===== config.mk =====
export PLATFORM = sky130hd
export DESIGN_NAME = pulse_encoder
export DESIGN_NICKNAME = d
export VERILOG_FILES = /design/src/rtl/pulse_enc_pkg.sv /design/src/rtl/pulse_enc_ctrl.sv /design/src/rtl/pulse_enc_dp.sv /design/src/rtl/pulse_encoder.sv
export SDC_FILE = /design/constraint.sdc
export NUM_CORES = 1
export LEC_CHECK = 0
export ABC_AREA = 1
export BUFFER_PORTS_ARGS = -buffer_cell sky130_fd_sc_hd__buf_2
export CAP_MARGIN = 10
export CORE_ASPECT_RATIO = 0.9
export CORE_UTILIZATION = 35
export DETAILED_ROUTE_END_ITERATION = 10
export RECOVER_POWER = 100
export SYNTH_ARGS = -nofsm -noshare
export SYNTH_HDL_FRONTEND = slang
export SYNTH_HIERARCHICAL = 1
export SYNTH_SLANG_ARGS = --single-unit

===== constraint.sdc =====
create_clock -name clk -period 2 [get_ports clk]
set_input_delay 0 -clock clk [delete_from_list [all_inputs] [get_ports clk]]
set_output_delay 0 -clock clk [all_outputs]
set_load 0.005 [all_outputs]

===== src/rtl/pulse_enc_pkg.sv =====
package pulse_enc_pkg;

  // Strobes and phase state handed from the period control to the datapath
  typedef struct packed {
    logic active;     // a period has started and the block is enabled
    logic posPhase;   // positive half of the encoded waveform
    logic clkHigh;    // first half of the period (bypass clock)
    logic fwdOn;      // on-time in progress
    logic startZero;  // open a zero-differential window this edge
    logic cancelZero; // close any open window this edge
  } encCtl_t;

endpackage


===== src/rtl/pulse_enc_ctrl.sv =====
module pulse_enc_ctrl
  import pulse_enc_pkg::*;
#(
  parameter int PERIOD_CYC = 100
) (
  input  logic    clk,
  input  logic    rstN,
  input  logic    runEn,
  input  logic    periodStrobe,
  input  logic    pwmTerm,
  input  logic    dutySel,
  output encCtl_t ctl
);

  localparam int CNT_W   = $clog2(PERIOD_CYC + 1);
  localparam int HALF_PT = PERIOD_CYC / 2;
  localparam int MAX3_PT = (PERIOD_CYC * 3) / 4;

  logic [CNT_W-1:0] cnt;
  logic active, posPhase, clkHigh, fwdOn, termDone;
  logic [CNT_W-1:0] maxPtM1;
  logic strobeGo, maxEdge, halfEdge, termGo;

  always_comb begin
    maxPtM1  = dutySel ? CNT_W'(MAX3_PT - 1) : CNT_W'(HALF_PT - 1);
    strobeGo = runEn & periodStrobe;
    maxEdge  = runEn & active & posPhase & ~periodStrobe & (cnt == maxPtM1);
    halfEdge = runEn & active & clkHigh & ~periodStrobe & (cnt == CNT_W'(HALF_PT - 1));
    termGo   = runEn & active & posPhase & ~termDone & pwmTerm & ~periodStrobe & ~maxEdge;
  end

  always_ff @(posedge clk or negedge rstN) begin
    if (!rstN) begin
      cnt      <= '0;
      active   <= 1'b0;
      posPhase <= 1'b0;
      clkHigh  <= 1'b0;
      fwdOn    <= 1'b0;
      termDone <= 1'b0;
    end else if (!runEn) begin
      cnt      <= '0;
      active   <= 1'b0;
      posPhase <= 1'b0;
      clkHigh  <= 1'b0;
      fwdOn    <= 1'b0;
      termDone <= 1'b0;
    end else if (periodStrobe) begin
      cnt      <= '0;
      active   <= 1'b1;
      posPhase <= 1'b1;
      clkHigh  <= 1'b1;
      fwdOn    <= ~pwmTerm;
      termDone <= pwmTerm;
    end else if (active) begin
      if (cnt != CNT_W'(PERIOD_CYC)) cnt <= cnt + 1'b1;
      if (maxEdge) begin
        posPhase <= 1'b0;
        fwdOn    <= 1'b0;
        termDone <= 1'b1;
      end
      if (halfEdge) clkHigh <= 1'b0;
      if (termGo) begin
        fwdOn    <= 1'b0;
        termDone <= 1'b1;
      end
    end
  end

  always_comb begin
    ctl            = '0;
    ctl.active     = active;
    ctl.posPhase   = posPhase;
    ctl.clkHigh    = clkHigh;
    ctl.fwdOn      = fwdOn;
    ctl.startZero  = (strobeGo & pwmTerm) | termGo;
    ctl.cancelZero = ~runEn | (strobeGo & ~pwmTerm) | maxEdge;
  end

  // shutdown clears the period state
  a_r1_shutdown_clear: assert property (@(posedge clk) disable iff (!rstN)
    !runEn |=> !active);

  // the positive phase ends at the selected maximum-duty point
  a_r3_max_duty_end: assert property (@(posedge clk) disable iff (!rstN)
    (runEn && active && !periodStrobe && posPhase && cnt == maxPtM1) |=> (!posPhase && !fwdOn));

  // a request on the strobe edge gives 0% duty
  a_r5_zero_duty: assert property (@(posedge clk) disable iff (!rstN)
    (runEn && periodStrobe && pwmTerm) |=> (!fwdOn && termDone && posPhase));

  // once honoured, no further window opens in the same period
  a_r7_single_term: assert property (@(posedge clk) disable iff (!rstN)
    (termDone && !periodStrobe) |-> !ctl.startZero);

endmodule


===== src/rtl/pulse_enc_dp.sv =====
module pulse_enc_dp
  import pulse_enc_pkg::*;
#(
  parameter int ZERO_CYC = 15
) (
  input  logic    clk,
  input  logic    rstN,
  input  logic    encodeEn,
  input  logic    ovp,
  input  encCtl_t ctl,
  output logic    drvPos,
  output logic    drvNeg,
  output logic    fwdGate,
  output logic    syncGate
);

  localparam int ZW_W = $clog2(ZERO_CYC + 1);

  logic [ZW_W-1:0] zeroCnt;
  logic zeroOn;
  logic posD, negD;
  logic posQ, negQ, fwdQ, syncQ, actQ, modeQ;

  // Zero-differential window length counter
  always_ff @(posedge clk or negedge rstN) begin
    if (!rstN)                zeroCnt <= '0;
    else if (ctl.startZero)   zeroCnt <= ZW_W'(ZERO_CYC);
    else if (ctl.cancelZero)  zeroCnt <= '0;
    else if (zeroCnt != '0)   zeroCnt <= zeroCnt - 1'b1;
  end

  assign zeroOn = (zeroCnt != '0);

  always_comb begin
    if (encodeEn) begin
      posD = ctl.active & ctl.posPhase & ~zeroOn;
      negD = ctl.active & ~ctl.posPhase;
    end else begin
      posD = ctl.active & ctl.fwdOn;
      negD = ctl.active & ctl.clkHigh;
    end
  end

  always_ff @(posedge clk or negedge rstN) begin
    if (!rstN) begin
      posQ  <= 1'b0;
      negQ  <= 1'b0;
      fwdQ  <= 1'b0;
      syncQ <= 1'b0;
      actQ  <= 1'b0;
      modeQ <= 1'b0;
    end else begin
      posQ  <= posD;
      negQ  <= negD;
      fwdQ  <= ctl.active & ctl.fwdOn;
      syncQ <= ctl.active & ~ctl.fwdOn;
      actQ  <= ctl.active;
      modeQ <= encodeEn;
    end
  end

  assign drvPos   = posQ;
  assign drvNeg   = negQ;
  assign fwdGate  = fwdQ & ~ovp;
  assign syncGate = syncQ | (ovp & actQ);

  // a window opens at its full length
  a_r4_zero_load: assert property (@(posedge clk) disable iff (!rstN)
    ctl.startZero |=> (zeroCnt == ZW_W'(ZERO_CYC)));

  // encoded drive pins never both high
  a_r11_never_both: assert property (@(posedge clk) disable iff (!rstN)
    modeQ |-> !(drvPos && drvNeg));

  // overvoltage override on the gates
  a_r10_ovp_force: assert property (@(posedge clk) disable iff (!rstN)
    (ovp && actQ) |-> (syncGate && !fwdGate));

  // idle means every output is low
  a_r1_idle_low: assert property (@(posedge clk) disable iff (!rstN)
    !actQ |-> !(drvPos || drvNeg || fwdGate || syncGate));

endmodule


===== src/rtl/pulse_encoder.sv =====
module pulse_encoder
  import pulse_enc_pkg::*;
#(
  parameter int PERIOD_CYC = 100,
  parameter int ZERO_CYC   = 15
) (
  input  logic clk,
  input  logic rstN,
  input  logic runEn,
  input  logic periodStrobe,
  input  logic pwmTerm,
  input  logic encodeEn,
  input  logic dutySel,
  input  logic ovp,
  output logic drvPos,
  output logic drvNeg,
  output logic fwdGate,
  output logic syncGate
);

  encCtl_t ctl;

  pulse_enc_ctrl #(.PERIOD_CYC(PERIOD_CYC)) u_ctrl (
    .clk          (clk),
    .rstN         (rstN),
    .runEn        (runEn),
    .periodStrobe (periodStrobe),
    .pwmTerm      (pwmTerm),
    .dutySel      (dutySel),
    .ctl          (ctl)
  );

  pulse_enc_dp #(.ZERO_CYC(ZERO_CYC)) u_dp (
    .clk      (clk),
    .rstN     (rstN),
    .encodeEn (encodeEn),
    .ovp      (ovp),
    .ctl      (ctl),
    .drvPos   (drvPos),
    .drvNeg   (drvNeg),
    .fwdGate  (fwdGate),
    .syncGate (syncGate)
  );

endmodule


After elaboration in Yosys (flattened, before gate mapping)
Index checks and enable logic that the tools add are counted.
{"block": "word_totals", "reg_bits": 21, "in_bits": 8, "out_inout_bits": 4, "word_cells": 93}
{"block": "op_classes", "n_addsub": 2, "eq_ne": 9, "muxes": 29, "bitwise_logic": 35, "reduce_logical": 6}
{"cell": "7-bit two-way mux", "count": 5}
{"cell": "1-bit bitwise AND", "count": 22}
{"cell": "1-bit two-way mux", "count": 21}
{"cell": "4-bit two-way mux", "count": 3}
{"cell": "3-bit by 1-bit != test with 1-bit output (second input constant)", "count": 4}
{"cell": "1-bit NOT", "count": 9}
{"cell": "2-bit AND reduction", "count": 4}
{"cell": "7-bit by 1-bit adder with 7-bit output (second input constant)", "count": 1}
{"cell": "7-bit by 6-bit equality test with 1-bit output (second input constant)", "count": 1}
{"cell": "7-bit equality test", "count": 1}
{"cell": "7-bit != test (second input constant)", "count": 1}
{"cell": "4-bit by 1-bit != test with 1-bit output (second input constant)", "count": 1}
{"cell": "1-bit OR", "count": 4}
{"cell": "4-bit nonzero test", "count": 1}
{"cell": "4-bit by 1-bit subtractor with 4-bit output (second input constant)", "count": 1}
{"cell": "3-bit nonzero test", "count": 1}
{"cell": "2-bit by 1-bit != test with 1-bit output (second input constant)", "count": 1}

Logic depth before layout (Yosys ltp)
Gate-level depths: netlist of run 1.
{"block": "logic_depth", "ltp_word": 10, "ltp_mapped": 12, "ltp_nobuf": 12}

Cells and area by module
Netlist of run 1, hierarchy kept.
{"mod": "pulse_enc_ctrl", "n_inst": 1, "cells_each": 118, "area_each_um2": 830.8, "seq_area_each_um2": 300.3}
{"mod": "pulse_enc_dp", "n_inst": 1, "cells_each": 46, "area_each_um2": 430.4, "seq_area_each_um2": 225.2}

Worst setup path after synthesis of run 1
OpenSTA, ideal clock, no wires.
{"block": "synth_path", "kind": "register to register", "start": "register u_ctrl.cnt[0]", "end": "register u_dp.zeroCnt[0]", "setup_time_ns": 0.123, "t_arrival_ns": 1.332, "required_time_ns": 1.877, "slack_ns": 0.545, "stages_incl_launch_ff": 13, "path_buffers": 0, "period_less_slack_ns": 1.455, "cell_sequence": "dfrtp_1 inv_1 nand2_1 nand2_1 nand2_1 nor2_2 nand2_2 nand2_1 o21ai_0 inv_1 nand4_2 nand2_1 o21ai_1"}
{"element": "start: declaration", "line": "pulse_enc_ctrl.sv:19", "source": "logic [CNT_W-1:0] cnt;"}
{"element": "start signal: assignment", "line": "pulse_enc_ctrl.sv:55", "source": "if (cnt != CNT_W'(PERIOD_CYC)) cnt <= cnt + 1'b1;"}
{"element": "end signal: assignment", "line": "pulse_enc_dp.sv:27", "source": "else if (ctl.startZero) zeroCnt <= ZW_W'(ZERO_CYC);"}
{"element": "end signal: assignment", "line": "pulse_enc_dp.sv:29", "source": "else if (zeroCnt != '0) zeroCnt <= zeroCnt - 1'b1;"}
{"element": "end: declaration", "line": "pulse_enc_dp.sv:19", "source": "logic [ZW_W-1:0] zeroCnt;"}

==> impl_metrics.csv, run 1 <==
group,metric,value,unit
global_route,overflow,0,
power,powerDensity,681,nW/um^2
detailed_routing,dr.pass1.iters,4,
finish,antenna_cells_inserted,0,
floorplanning,start_util,37.1,%
power,leakagePower,0.699,nW
global_route,grt_pass1_vias,1001,
sta,hold_slack,39.2,ps
setup_path,end_kind,"flop",
global_route,grtUsageTotal,15.3,%
placed_design,post-place-ws,238,ps
synthesis,synth_area_leaders,"dfrtp_1 (42%), nand2_1 (12%), nand3_1 (7.5%), inv_1 (7.1%), ha_1 (5.0%)",
finish,final_nets,190,
sta,fin_ws,201,ps
detailed_routing,wirelength,2.58,mm
finish,multi_input_area,604,um^2
synthesis,ys_warn_count,6,
clock_tree,cts_buffer_depth,2,
setup_path,cp.required,2180,ps
clock_tree,cts_tree,"yes",
setup_path,r2r_slack,200,ps
clock_tree,post_cts_resized,0,
clock_tree,cts_hold_buf,2,
finish,regArea,526,um^2
synthesis,synth_area_leader_cell,"dfrtp_1",
detailed_routing,highest_layer,"met4",
min_path,min_path_type,"in -> reg",
synthesis,synth_top_flop_cell,"dfrtp_1",
clock_tree,cts.sinks,21,
clock_tree,clkTransAtPathRegs,80,ps
finish,syn_to_final_growth,10.6,%
setup_path,path_class,"reg -> reg",
floorplanning,rows,20,
clock_tree,cts_setup_buffers,0,
detailed_routing,post_drt_wl_per_cell,11.7,um
sta,fmaxAchievable,0.556,GHz
sta,fin_crit,1800,ps
finish,fill_cells,362,
power,vdd_drop_max,267,uV
global_route,grt_pass1_wl,4.43,mm
floorplanning,io_pins,12,
sta,maxSlewViolCount,0,
global_route,antenna_found_initial,0,
setup_path,path_cells,"inv_1 > nor3_2 > nand3_1 > inv_1 > nand2_1 > o21ai_0 > inv_1 > nand4_2 > nand2_1 > o21ai_1",
floorplanning,die_h,59.0,um
floorplanning,fp.dieW,65.3,um
clock_tree,cts_buffers,3,
synthesis,synth_cell_type_count,26,
synthesis,syn-instance-count,164,
placed_design,dp_cells,214,
detailed_routing,ant_nets,0,
clock_tree,htreeDepth,1,
detailed_routing,dr_wl_met2,1.17,mm
global_route,grt_max_degree,22,
detailed_routing,dr_total_vias,1119,
synthesis,synth_area,1260,um^2
setup_path,cpPeakStageDelay,510,ps
detailed_routing,drt_iter0_markers,78,
floorplanning,design.die.area,3850,um^2
finish,final_core_util,41.0,%
clock_tree,cts_root_buf,"clkbuf_8",
detailed_routing,route.detailed.drc,0,
sta,skew,6.44,ps
finish,drive_gt1_share,11.4,%
placed_design,portBuffers,11,
synthesis,syn_nets,177,
sta,grt_setup_unrepaired,"no",
synthesis,syn_avg_cell_area,7.69,um^2
setup_path,critPathArrivalTime,1980,ps
sta,finalCritPeriodShare,90.0,%
run,drv_cap,0,
setup_path,cp_slowest_cell,"dfrtp_1",
clock_tree,worstSkewPairLatency,260,ps
sta,tightestPinTransition,1150,ps
synthesis,synthTopCellsByCount,"nand2_1 (39), inv_1 (24), dfrtp_1 (21)",
synthesis,netlist.area_leader.share,41.7,%
detailed_routing,route.met3.wl,161,um
synthesis,yosysMostFrequentCell,"nand2_1",
setup_path,critPathLaunchType,"flop",
synthesis,seq_area_frac_synth,41.7,%
finish,finalNonFillerCells,220,
floorplanning,coreArea,3400,um^2
synthesis,synth-edff-count,0,
placed_design,gp_congestion,0.854,
synthesis,synthArstFlopShare,100,%
sta,finalSetupViolCount,0,
sta,relSlewSlack,23.1,%
detailed_routing,routed_via_density,5.09,
setup_path,worstPathMaxFanout,8,
sta,fin_tns_setup,0,ps
placed_design,dp_hpwl,1.96,mm
setup_path,crit_top_cell,"inv_1",
synthesis,synth-seq-cells,21,
sta,hold_viol,0,
detailed_routing,met1_length,1.20,mm
status,outcome,"finished clean",
[where the power goes]
group	internal, mW	switching [mW]	leakage [nW]
sequential	0.458	0.0326	0.277
combinational	0.0729	0.114	0.399
clock	0.142	0.131	0.0228
[cell families after synthesis]
| kind of cell | Yosys count | synth area share (%) |
|---|---|---|
| fa+ha+maj | 5 | 4.96 |
| xor+xnor | 1 | 0.695 |
| compound gates | 21 | 9.13 |
| flops | 21 | 41.7 |
| simple gates | 86 | 33.3 |
| buf+inv | 30 | 10.2 |
[area by class of cell]
type                    instances  share of cell area [%]
repair buffers                 13                    5.11
multi-input cells             113                    43.3
clock buffers                   4                    3.23
flip-flops and latches         21                    37.7
well taps                      44                    3.95
inverters                      25                    6.73
[worst paths after layout]
kind	start	end	depth (start not counted)
setup / recovery	u_ctrl/active	u_dp/zeroCnt[0]	10
hold / removal	pwmTerm	u_ctrl/fwdOn	4
setup reg to reg	u_ctrl/active	u_dp/zeroCnt[0]	10
hold reg to reg	u_ctrl/fwdOn	u_dp/syncQ	1
max in group asynchronous	rstN	u_ctrl/termDone	2
min in group asynchronous	rstN	u_ctrl/cnt[5]	2
[flip-flops by register name, summed over array words and instances, names as in the netlist]
register and cells:
u_ctrl/active 1, u_dp/drvNeg 1, u_dp/actQ 1, u_dp/fwdQ 1, u_ctrl/clkHigh 1, u_ctrl/cnt 7
u_ctrl/termDone 1, u_dp/syncQ 1, u_dp/drvPos 1, u_ctrl/posPhase 1, u_ctrl/fwdOn 1, u_dp/zeroCnt 4
[critical path: cells and delay by family (launching register included)]
family	cells	cell delay (ps)
and+or+nand+nor	5	670
DFF	1	510
buffers and inverters	3	370
AOI/OAI and AO/OA	2	180
[per-layer routing]
| layer | global-route usage, % | vias up |
|---|---|---|
| li1 | - | 554 |
| met1 | 21.2 | 516 |
| met2 | 24.0 | 43 |
| met3 | 2.33 | 6 |
| met4 | 6.21 | 0 |
| met5 | 0 | - |
[cells in the final DEF (no fill, tap or decap), drive strengths merged]
cell type and instances:
clkbuf 7, a21oi 5, nor3b 1, dlygate4sd3 2
nor2 15, inv 25, buf 8, a211oi 1
a21o 1, nand2 41, nand4 8, o22ai 1
nor3 1, dfrtp 21, xnor2 1, nand3 20
o21ai 13, ha 5
[through the flow]
stage	total power [mW]	cell area, um^2
global route	1.01	1400
finish	0.950	1400
CTS	0.969	1400
detailed placement	0.690	1340
global placement	0.686	1340
floorplan	0.641	1260
(Power assumes the default switching activity.)
==> inputs of run 2 (changes only) <==
==> constraint.sdc (replaced) <==
create_clock -name clk -period 1.8 [get_ports clk]
set_input_delay 0 -clock clk [delete_from_list [all_inputs] [get_ports clk]]
set_output_delay 0 -clock clk [all_outputs]
set_load 0.1 [all_outputs]
==> impl_metrics.csv, run 2 (same netlist as run 1, synthesis figures left out) <==
group,metric,value,unit
run,drv_cap,0,
power,power.internal,0.752,mW
sta,fin_crit,1620,ps
finish,finalNonFillerCells,223,
placed_design,post-place-ws,38.5,ps
detailed_routing,met1_length,1.23,mm
power,seq_power_share,49.2,%
setup_path,critical_path.startpoint,"u_ctrl/cnt[6]",
power,leakagePower,0.707,nW
setup_path,r2r_cells,10,
status,outcome,"finished clean",
sta,grt_setup_unrepaired,"no",
clock_tree,cts_root_buf,"clkbuf_8",
detailed_routing,route.detailed.drc,0,
detailed_routing,dr_total_vias,1117,
finish,mostFrequentLayoutCell,"nand2_1",
setup_path,reg2reg_from,"u_ctrl/cnt[6]",
setup_path,end_kind,"flop",
sta,finalCritPeriodShare,89.8,%
sta,maxSlewViolCount,0,
setup_path,path_class,"reg -> reg",
sta,tightestPinTransition,1160,ps
floorplanning,rows,20,
power,switchingPower,0.353,mW
power,vdd_drop_max,298,uV
sta,hold_slack,43.3,ps
clock_tree,cts.sinks,21,
setup_path,cp.required,1940,ps
finish,final_nets,193,
sta,fmaxAchievable,0.619,GHz
sta,relSlewSlack,23.1,%
setup_path,critPathLaunchType,"flop",
sta,fin_ws,184,ps
floorplanning,die_h,59.0,um
sta,hold_viol,0,
floorplanning,design.die.area,3850,um^2
clock_tree,worstSkewPairLatency,250,ps
floorplanning,coreArea,3400,um^2
power,powerDensity,776,nW/um^2
detailed_routing,post_drt_wl_per_cell,11.8,um
placed_design,portBuffers,11,
clock_tree,cts_buffers,3,
finish,final_core_util,41.8,%
setup_path,critPathArrivalTime,1750,ps
finish,final_cell_mix,"nand2_1 (40), inv_1 (22), nand3_1 (19)",
placed_design,dp_cells,214,
global_route,grt_pass1_wl,4.50,mm
finish,syn_to_final_growth,12.9,%
finish,top_register,"u_ctrl/cnt",
finish,drive_gt1_share,15.1,%
floorplanning,fp.dieW,65.3,um
finish,top_regs,"u_ctrl/cnt x7, u_dp/zeroCnt x4",
detailed_routing,wirelength,2.63,mm
global_route,overflow,0,
min_path,min_path_type,"in -> reg",
placed_design,dp_hpwl,1.94,mm
global_route,antenna_found_initial,0,
detailed_routing,dr.pass1.iters,4,
power,p_comb_share,23.3,%
finish,largest_register_ffs,7,
global_route,grt_pass1_vias,1033,
power,switching_share,32.0,%
setup_path,worstPathMaxFanout,6,
detailed_routing,dr_wl_met2,1.19,mm
placed_design,gp_congestion,0.853,
sta,fin_tns_setup,0,ps
clock_tree,cts_buffer_depth,2,
global_route,grtUsageTotal,15.5,%
clock_tree,htreeDepth,1,
floorplanning,io_pins,12,
detailed_routing,drt_iter0_markers,66,
global_route,grt_max_degree,22,
sta,skew,1.93,ps
setup_path,r2r-end,"u_dp/zeroCnt[0]",
finish,antenna_cells_inserted,0,
sta,finalSetupViolCount,0,
power,clkPwrFrac,27.5,%
floorplanning,start_util,37.1,%
clock_tree,cts_tree,"yes",
clock_tree,clkTransAtPathRegs,80,ps
detailed_routing,highest_layer,"met4",
setup_path,crit_path_end,"u_dp/zeroCnt[0]",
setup_path,r2r_slack,180,ps
detailed_routing,ant_nets,0,
detailed_routing,routed_via_density,5.01,
detailed_routing,route.met3.wl,166,um
==> run 2: cell types whose count changed in the layout (fill, tap and decap cells not counted), moves of 2 or more <==
cell | before | now
clkbuf_2 | 0 | 2
dfrtp_1 | 21 | 18
buf_2 | 8 | 6
inv_2 | 1 | 3
dfrtp_2 | 0 | 3
inv_1 | 24 | 22
==> run 2: worst min-delay path by stage <==
stage,startpoint,to,slack (ps),cells after the start
6_report,pwmTerm,u_ctrl/fwdOn,40,4
3_5_place_dp,rstN,u_ctrl/cnt[5],-10,1
5_1_grt,pwmTerm,u_ctrl/fwdOn,100,4
4_1_cts,pwmTerm,u_ctrl/fwdOn,40,4
2_1_floorplan,rstN,u_ctrl/active,-300,0
3_3_place_gp,rstN,u_ctrl/cnt[5],-20,1
==> run 2: area by class of cell <==
cell class,instances,area [um^2]
Multi-Input combinational cell,113,611
Timing Repair Buffer,16,90.1
Sequential cell,21,529
Fill cell,359,1980
Clock buffer,4,45.0
Inverter,25,93.8
Tap cell,44,55.1
==> run 2: per-layer routing <==
layer,GRT usage (%),up-vias
met1,20.6,512
met4,6.83,0
li1,-,561
met3,2.33,2
met2,25.0,42
met5,0,-
==> run 2: worst max-delay path, stage by stage (launching register included) <==
cell and delay [ps]:
dfrtp_1 420, inv_1 100, nand3_1 90, a21oi_1 190
nand2_2 110, nand2_1 60, o21ai_0 120, inv_1 140
nand4_2 130, nand2_1 70, o21ai_1 60
==> run 2: power groups by stage <==
| stage | Clock [mW] | Sequential (mW) | Combinational, mW |
|---|---|---|---|
| after floorplan | 0 | 0.563 | 0.188 |
| after global placement | 0 | 0.553 | 0.248 |
| after detailed placement | 0 | 0.554 | 0.252 |
| after CTS | 0.315 | 0.545 | 0.257 |
| after global routing | 0.335 | 0.548 | 0.290 |
| final | 0.303 | 0.544 | 0.258 |
==> run 2: per-stage QoR <==
step | total power, mW | area (um^2)
after floorplan | 0.751 | 1260
after CTS | 1.12 | 1400
after global placement | 0.801 | 1340
after detailed placement | 0.806 | 1340
after global routing | 1.17 | 1420
final | 1.10 | 1420
==> run 2: timing repair <==
item,4_1_cts,5_1_grt
hold buffers,2,0
endpoints found under the setup margin,0,5
hold endpoints to repair,23,0
gates resized for setup,0,6
buffers inserted,0,3
==> inputs of run 3 (changes only) <==
--- a/config.mk
+++ b/config.mk
@@ -11,6 +11,7 @@
 export CORE_ASPECT_RATIO = 0.9
 export CORE_UTILIZATION = 35
 export DETAILED_ROUTE_END_ITERATION = 10
+export HOLD_SLACK_MARGIN = 0.15
 export RECOVER_POWER = 100
 export SYNTH_ARGS = -nofsm -noshare
 export SYNTH_HDL_FRONTEND = slang
==> impl_metrics.csv, run 3 (same netlist as run 1, synthesis figures left out) <==
group,metric,value,unit
setup_path,worstPathMaxFanout,7,
clock_tree,worstSkewPairLatency,250,ps
sta,grt_setup_unrepaired,"no",
detailed_routing,wirelength,2.69,mm
sta,finalCritPeriodShare,90.2,%
placed_design,gp_congestion,0.853,
clock_tree,cts_buffer_depth,2,
placed_design,portBuffers,11,
finish,drive_gt1_share,15.2,%
floorplanning,die_h,59.0,um
setup_path,critPathArrivalTime,1800,ps
finish,syn_to_final_growth,17.1,%
power,seq_power_share,48.7,%
clock_tree,htreeDepth,1,
global_route,overflow,0,
detailed_routing,post_drt_wl_per_cell,11.8,um
sta,finalSetupViolCount,0,
floorplanning,coreArea,3400,um^2
setup_path,path_cells,"dlygate4sd3_1 > buf_4 > inv_4 > nor3_4 > nand3_1 > inv_1 > nand2_1 > o21ai_0 > inv_1 > nand4_2 > nand2_1 > o21ai_1",
setup_path,path_delay_family,"buffers and inverters",
power,vdd_drop_max,301,uV
run,drv_cap,0,
power,switchingPower,0.356,mW
sta,hold_viol,0,
setup_path,critPathLaunchType,"input pin",
sta,maxSlewViolCount,0,
power,leakagePower,0.727,nW
setup_path,cp.required,1980,ps
finish,finalNonFillerCells,228,
finish,largest_register_ffs,7,
clock_tree,cts.sinks,21,
min_path,min_path_type,"in -> reg",
global_route,grt_max_degree,22,
placed_design,dp_cells,214,
status,outcome,"finished clean",
detailed_routing,ant_nets,0,
clock_tree,cts_buffers,3,
setup_path,cp_slowest_cell,"dlygate4sd3_1",
power,p_comb_share,24.1,%
detailed_routing,dr.pass1.iters,4,
finish,final_cell_mix,"nand2_1 (40), inv_1 (22), nand3_1 (19)",
power,powerDensity,756,nW/um^2
floorplanning,rows,20,
detailed_routing,route.detailed.drc,0,
detailed_routing,dr_total_vias,1134,
power,clkPwrFrac,27.1,%
power,power,1.12,mW
finish,final_nets,198,
finish,top_register,"u_ctrl/cnt",
floorplanning,design.die.area,3850,um^2
global_route,grt_pass1_vias,1050,
setup_path,path_class,"in -> reg",
power,power.internal,0.760,mW
sta,relSlewSlack,23.1,%
floorplanning,io_pins,12,
setup_path,cpPeakStageDelay,520,ps
global_route,antenna_found_initial,0,
detailed_routing,routed_via_density,4.97,
sta,fin_crit,1620,ps
global_route,grtUsageTotal,15.6,%
finish,antenna_cells_inserted,0,
setup_path,end_kind,"flop",
global_route,grt_pass1_wl,4.53,mm
finish,top_regs,"u_ctrl/cnt x7, u_dp/zeroCnt x4",
setup_path,critPathBufInv,5,
sta,skew,1.73,ps
clock_tree,cts_root_buf,"clkbuf_8",
floorplanning,fp.dieW,65.3,um
power,switching_share,31.9,%
detailed_routing,drt_iter0_markers,68,
finish,mostFrequentLayoutCell,"nand2_1",
sta,tightestPinTransition,1160,ps
placed_design,dp_hpwl,1.94,mm
clock_tree,cts_tree,"yes",
clock_tree,clkTransAtPathRegs,70,ps
floorplanning,start_util,37.1,%
sta,fin_tns_setup,0,ps
sta,fmaxAchievable,0.616,GHz
==> run 3: changes by cell type in the layout (fill, tap and decap cells not counted), sizes merged <==
cell / change
buf: +2
dlygate4sd3: +4
clkbuf: -1
==> run 3: layer usage <==
| metal | track usage (%) | vias up | wire length [um] |
|---|---|---|---|
| met1 | 20.6 | 507 | 1160 |
| met5 | 0 | - | 0 |
| met3 | 2.33 | 2 | 229 |
| met4 | 6.83 | 0 | 34 |
| met2 | 25.3 | 53 | 1260 |
| li1 | - | 572 | - |
==> run 3: power groups by stage <==
stage | Clock, mW | Combinational (mW) | Sequential (mW)
6_report | 0.303 | 0.269 | 0.544
3_3_place_gp | 0 | 0.248 | 0.553
3_5_place_dp | 0 | 0.252 | 0.554
2_1_floorplan | 0 | 0.188 | 0.563
5_1_grt | 0.335 | 0.302 | 0.549
4_1_cts | 0.315 | 0.263 | 0.545
==> run 3: what timing repair did <==
item                                    in CTS  in global routing
endpoints found under the hold margin       30                  0
gates resized for setup                      0                  9
buffers inserted                             0                  4
hold buffers                                 6                  0
endpoints found under the setup margin       0                  5
==> run 3: area by class of cell <==
type | instances | area, um^2
fillers | 351 | 1930
multi-input cells | 113 | 611
clock buffers | 4 | 45.0
well taps | 44 | 55.1
inverters | 25 | 96.3
flip-flops and latches | 21 | 529
repair buffers | 21 | 140
==> run 3: final timing paths <==
path / startpoint / end / slack (ps) / cells after the start
max: runEn / u_dp/zeroCnt[0] / 180 / 12
min: periodStrobe / u_ctrl/clkHigh / 180 / 3
max reg2reg: u_ctrl/cnt[4] / u_dp/zeroCnt[0] / 190 / 10
min reg2reg: u_ctrl/active / u_dp/actQ / 440 / 0
max in group asynchronous: rstN / u_ctrl/active / 570 / 2
min in group asynchronous: rstN / u_ctrl/cnt[5] / 480 / 2
==> run 3: worst min-delay path, cell delays in order <==
cell and delay [ps]:
buf_2 180, nand2_1 110, o21ai_0 90
==> run 3: metrics by stage <==
step | utilization, % | area, um^2 | setup WS (ps) | hold slack (ps)
after floorplan | - | 1260 | 210 | -296
after global placement | 39.3 | 1340 | 85.7 | -15.8
after detailed placement | 39.3 | 1340 | 38.5 | -10.1
after CTS | 42.4 | 1440 | 12.2 | 156
after global routing | 43.4 | 1480 | 2.52 | 222
final | 43.4 | 1480 | 176 | 180
